==> src/rtl/bas_pkg.sv <==
package bas_pkg;

  localparam int unsigned BURST_W = 2;

  typedef enum logic {
    ORD_SEQ = 1'b0,
    ORD_IL  = 1'b1
  } burst_order_e;

  // sequential order: start plus step count, wrapping in BURST_W bits
  function automatic logic [BURST_W-1:0] idx_seq(
    input logic [BURST_W-1:0] start,
    input logic [BURST_W-1:0] step
  );
    return start + step;
  endfunction

  // interleaved order: start with step count folded in by XOR
  function automatic logic [BURST_W-1:0] idx_il(
    input logic [BURST_W-1:0] start,
    input logic [BURST_W-1:0] step
  );
    return start ^ step;
  endfunction

  function automatic logic [BURST_W-1:0] step_next(
    input logic [BURST_W-1:0] step
  );
    return step + 1'b1;
  endfunction

endpackage

==> src/rtl/bas_counter.sv <==
module bas_counter
  import bas_pkg::*;
#(
  parameter int unsigned CNT_W = BURST_W
) (
  input  logic             clk,
  input  logic             rst_n,
  input  logic             clear,
  input  logic             step_en,
  output logic [CNT_W-1:0] step
);

  always_ff @(posedge clk) begin
    if (!rst_n) begin
      step <= '0;
    end else if (clear) begin
      step <= '0;
    end else if (step_en) begin
      step <= step + 1'b1;
    end
  end

endmodule

==> src/rtl/bas_latch.sv <==
module bas_latch #(
  parameter int unsigned WIDTH = 18
) (
  input  logic             clk,
  input  logic             rst_n,
  input  logic             load,
  input  logic [WIDTH-1:0] d,
  output logic [WIDTH-1:0] q
);

  always_ff @(posedge clk) begin
    if (!rst_n) begin
      q <= '0;
    end else if (load) begin
      q <= d;
    end
  end

endmodule

==> src/rtl/bas_order.sv <==
module bas_order
  import bas_pkg::*;
#(
  parameter int unsigned IDX_W = BURST_W
) (
  input  logic [IDX_W-1:0] start_idx,
  input  logic [IDX_W-1:0] step,
  input  logic             order_il,
  output logic [IDX_W-1:0] idx
);

  logic [IDX_W-1:0] idx_s;
  logic [IDX_W-1:0] idx_x;

  always_comb begin
    idx_s = start_idx + step;
    idx_x = start_idx ^ step;
    idx   = (order_il == ORD_IL) ? idx_x : idx_s;
  end

endmodule

==> src/rtl/burst_addr_seq.sv <==
module burst_addr_seq
  import bas_pkg::*;
#(
  parameter int unsigned ADDR_W = 18
) (
  input  logic              clk,
  input  logic              rst_n,
  input  logic              sel,
  input  logic              start_host,
  input  logic              start_ctrl,
  input  logic              adv,
  input  logic              order_il,
  input  logic [ADDR_W-1:0] ext_addr,
  output logic [ADDR_W-1:0] cur_addr
);

  localparam int unsigned IDX_W = BURST_W;
  localparam int unsigned HI_W  = ADDR_W - IDX_W;

  // named events for the checker
  logic load_evt;
  logic step_evt;
  logic [ADDR_W-1:0] base_q;
  logic [IDX_W-1:0]  step_q;
  logic [IDX_W-1:0]  idx;

  assign load_evt = sel & (start_host | start_ctrl);
  assign step_evt = adv & ~load_evt;

  bas_latch #(.WIDTH(ADDR_W)) u_base (
    .clk   (clk),
    .rst_n (rst_n),
    .load  (load_evt),
    .d     (ext_addr),
    .q     (base_q)
  );

  bas_counter #(.CNT_W(IDX_W)) u_step (
    .clk     (clk),
    .rst_n   (rst_n),
    .clear   (load_evt),
    .step_en (step_evt),
    .step    (step_q)
  );

  bas_order #(.IDX_W(IDX_W)) u_order (
    .start_idx (base_q[IDX_W-1:0]),
    .step      (step_q),
    .order_il  (order_il),
    .idx       (idx)
  );

  generate
    if (HI_W > 0) begin : g_hi
      assign cur_addr = {base_q[ADDR_W-1:IDX_W], idx};
    end else begin : g_nohi
      assign cur_addr = idx;
    end
  endgenerate

endmodule

==> config.mk <==
export PLATFORM = sky130hd
export DESIGN_NAME = burst_addr_seq
export DESIGN_NICKNAME = d
export VERILOG_FILES = /design/src/rtl/bas_pkg.sv /design/src/rtl/bas_counter.sv /design/src/rtl/bas_latch.sv /design/src/rtl/bas_order.sv /design/src/rtl/burst_addr_seq.sv
export SDC_FILE = /design/constraint.sdc
export NUM_CORES = 1
export LEC_CHECK = 0
export BUFFER_PORTS_ARGS = -buffer_cell sky130_fd_sc_hd__buf_4
export CAP_MARGIN = 20
export CORE_ASPECT_RATIO = 1.4
export CORE_MARGIN = 2
export CORE_UTILIZATION = 49
export DETAILED_ROUTE_END_ITERATION = 8
export PLACE_DENSITY = 0.82
export SETUP_SLACK_MARGIN = 0.2
export SYNTH_ARGS = -nofsm -noshare
export SYNTH_HDL_FRONTEND = slang
export SYNTH_SLANG_ARGS = --single-unit
==> constraint.sdc <==
create_clock -name clk -period 1.4 [get_ports clk]
set_input_delay 0.14 -clock clk [delete_from_list [all_inputs] [get_ports clk]]
set_output_delay 0.14 -clock clk [all_outputs]
set_load 0.1 [all_outputs]
==> flow_summary.rst <==
.. list-table::
   :header-rows: 1

   * - Metric
     - Value
   * - Total DRC errors in the routed layout
     - 0
   * - Final weighted congestion in routability-driven placement
     - approximately 0.67
   * - Avg Cell Area, Syn
     - 9.13 um2
   * - Horizontal die dimension
     - 41.7 um
   * - Register area
     - between 400 and 500 um2
   * - Via count of the routed design
     - 737
   * - FF-to-FF path depth
     - 3
   * - Worst R2R End
     - u_step.step[1]
   * - First-pass GRT wire length
     - between 3000 and 4000 um
   * - Number of cells in the finished layout apart from fillers
     - 153
   * - Hold Path Origin
     - ext_addr[0]
   * - Type of element launching the critical path
     - flop
   * - Maximum clock frequency
     - 0.698 GHz
   * - Clock latency on the worst-skew pair
     - about 0.29 ns
   * - Min Clock Period, post-route
     - around 1.4 ns
   * - Worst hold endpoint
     - u_base.q[0]
   * - Number of hold-slack violations in the final timing report
     - 0
   * - Total nets after synthesis
     - between 100 and 150
   * - Proportion of register bits with asynchronous set or reset after synthesis
     - 0%
   * - Reg-to-reg critical path startpoint
     - u_step.step[0]
   * - Final sum of negative setup slack
     - -0.0329 ns
   * - Total congestion overflow after global routing
     - 0
   * - Remaining number of nets flagged by the antenna check after routing
     - 0
   * - Run status
     - finished with violations
   * - Largest voltage drop on the vdd net
     - about 0.70 mV
   * - Critical path endpoint category
     - primary output
   * - Core utilization of the finished layout
     - around two thirds
   * - CP max stage cell
     - sky130_fd_sc_hd__dfxtp_2
   * - Std cell rows
     - 19
   * - Req. time, crit path
     - approximately 1.3 ns
   * - Proportion of netlist area held by the largest area contributor
     - 41.0%
   * - Area overhead of the layout relative to synthesis
     - 29.4%
   * - Boundary Pins
     - 43
   * - Core Region
     - around 1900 um2
   * - Post-DP HPWL
     - ~1300 um
   * - Number of enable-type register cells in the synthesized netlist
     - 0
   * - Number of global-route vias before repair
     - 787
   * - Die H
     - around 57 um
   * - Post-synth cell types
     - 15
   * - Leak
     - about 0.59 nW
   * - Ratio of routed vias to standard cells
     - between 4 and 5
   * - Failing checks
     - setup timing
   * - DRC marker count from the first detailed-route iteration
     - 10
   * - Number of instances on the worst hold path
     - 3
   * - Reg2Reg Setup Slack
     - approximately 0.5 ns
   * - Clock tree from TritonCTS
     - done
   * - Count of endpoints failing setup in the final report
     - 1
   * - CTS Root Buffer Type
     - sky130_fd_sc_hd__clkbuf_4
   * - Clock transition time at the flip-flop clock pins of the worst setup and hold paths
     - roughly 0.10 ns
   * - WP data arrival
     - between 1 and 1.5 ns
   * - Setup slack after layout
     - -0.0329 ns
   * - Number of warnings reported in the yosys synthesis log
     - 0
   * - Dominant cell type by area after synthesis
     - sky130_fd_sc_hd__dfxtp_1
   * - Max-Slew Margin vs Limit
     - around 78%
   * - Die Footprint
     - approximately 2400 um2
   * - Fraction of final layout cells with drive strength greater than 1
     - between 40 and 50%
   * - Cell Area, Synth
     - 977 um2
   * - # diodes
     - 0
   * - H-tree levels
     - 1
   * - Starting density of the core
     - between 50% and 60%
   * - Max-capacitance violation count
     - 0
   * - Cts bufs inserted
     - 3
   * - TritonRoute pass-1 iters
     - 4
   * - Share of synthesized area occupied by flip-flops and latches
     - about two fifths
   * - Transition time at the pin with the least slew margin
     - about 0.34 ns
   * - Cell with the most instances after synthesis
     - sky130_fd_sc_hd__nand2_1
   * - Global-route usage over all layers
     - between 10% and 20%
   * - Hold bufs inserted after CTS
     - 0
   * - Yosys reg bits
     - 20
   * - Power per Cell Area
     - 1100 nW/um2
   * - Number of clock sinks seen by CTS
     - 20
   * - Average wire per standard cell
     - 11.6 um
   * - Top flip-flop cell by instance count after synthesis
     - sky130_fd_sc_hd__dfxtp_1
   * - Class of the most critical hold timing path
     - in -> reg
   * - Footprint of the multi-input gates
     - 454 um2
   * - Max Clock Skew
     - 0.000220 ns
   * - Maximum root-to-sink buffer count
     - 2
   * - Net total in the final layout
     - 160
   * - FILL cells
     - around 170
   * - Worst Path Max Fanout
     - 2
   * - Post-detailed-routing wire length
     - 1780 um
   * - WS Path Type
     - reg -> out
   * - Mapped Cells
     - ~110
   * - Top post-synthesis cells by count
     - sky130_fd_sc_hd__nand2_1 (36), sky130_fd_sc_hd__dfxtp_1 (20), sky130_fd_sc_hd__mux2i_1 (18)
   * - Final number of max-transition violations
     - 0
   * - Portion of the clock cycle consumed by the worst path in the final layout
     - 102%
   * - Largest incremental delay on the critical path
     - 0.37 ns
   * - Series of cell instances along the critical path
     - ha_4 > nor2b_4 > xnor2_4 > buf_12
   * - Pin count of the biggest net entering global routing
     - 38
   * - IO Port Bufs
     - 42
   * - Placed Cells
     - around 150
   * - Initial antenna violation count
     - 0
   * - Cell types with the largest area share after synthesis
     - sky130_fd_sc_hd__dfxtp_1 (41%), sky130_fd_sc_hd__mux2i_1 (18%), sky130_fd_sc_hd__nand2_1 (14%), sky130_fd_sc_hd__buf_4 (13%), sky130_fd_sc_hd__xnor2_1 (2.7%)
   * - Setup repair after global routing missed its margin
     - true
power by group:
| part | switching (mW) | internal [mW] | leakage (nW) | total [mW] |
|---|---|---|---|---|
| Sequential | 0.0206 | 0.605 | 0.165 | 0.626 |
| Combinational | 0.349 | 0.160 | 0.415 | 0.509 |
| Clock | 0.156 | 0.0999 | 0.0138 | 0.256 |
per-stage QoR:
stage | power [mW] | worst slack, ns | hold WS (ns) | area [um2]
after floorplan | 1.05 | 0.0591 | 0.282 | 1010
after global placement | 1.11 | 0.161 | 0.398 | 1190
after detailed placement | 1.12 | 0.125 | 0.407 | 1190
after CTS | 1.41 | -0.0540 | 0.0813 | 1260
after global routing | 1.45 | -0.0779 | 0.0822 | 1260
final | 1.39 | -0.0329 | 0.0907 | 1260
cells in the final DEF, fill, tap and decap left out, drive strengths merged:
cell,n
buf,44
nand2,36
dfxtp,20
mux2i,18
clkbuf,3
xnor2,3
nor2b,1
o21a,1
inv,1
nor3,1
a21bo,1
nand3b,1
a211oi,1
ha,1
worst max path at each step:
| stage | slack [ns] | start | endpoint |
|---|---|---|---|
| finish | -0.03 | u_step.step[0] | cur_addr[1] |
| global route | -0.08 | u_step.step[0] | cur_addr[1] |
| global placement | 0.16 | u_step.step[1] | cur_addr[1] |
| floorplan | 0.06 | u_step.step[0] | cur_addr[1] |
| CTS | -0.05 | u_step.step[0] | cur_addr[1] |
| detailed placement | 0.12 | u_step.step[1] | cur_addr[1] |
state kept, by name, indices dropped and copies added (netlist names):
name / cells
u_base.q: 18
u_step.step: 2
cell families (layout without fill, tap and decap cells):
logic type | count (synthesis) | count (layout) | synth area share (%)
mux | 18 | 18 | 18.4
flops | 20 | 20 | 41.0
fa+ha+maj | 1 | 1 | 1.28
xor+xnor | 3 | 3 | 2.69
buf+inv | 23 | 48 | 17.3
compound gates | 3 | 3 | 3.07
simple gates | 39 | 39 | 16.3
critical path, delay by kind of cell (launching register included):
kind | cells | cell delay (ns)
XOR/XNOR | 1 | 0.14
adder cells (fa/ha/maj) | 1 | 0.12
buffers and inverters | 1 | 0.19
flip-flops | 1 | 0.37
AND/OR/NAND/NOR | 1 | 0.18
area by class of cell:
cell class	count	area share [%]
multi-input combinational	64	35.9
sequential	20	31.8
timing repair buffer	44	28.1
tap	21	2.08
clock buffer	3	1.78
inverter	1	0.297
what timing repair did:
| action | CTS | global route |
|---|---|---|
| buffers inserted | 1 | 0 |
| endpoints found under the setup margin | 2 | 2 |
| resized for setup | 9 | 0 |
| pin swaps | 2 | 0 |
| endpoints found under the hold margin | 0 | 0 |
routing by layer:
metal | up-vias | GRT usage [%] | part of all wire (%)
li1 | 373 | - | -
met4 | 0 | 8.29 | 0.96
met2 | 20 | 35.7 | 60
met1 | 342 | 15.4 | 34
met5 | - | 0 | 0
met3 | 2 | 2.57 | 4.4
Note: power is estimated with default switching activity, not from simulation.
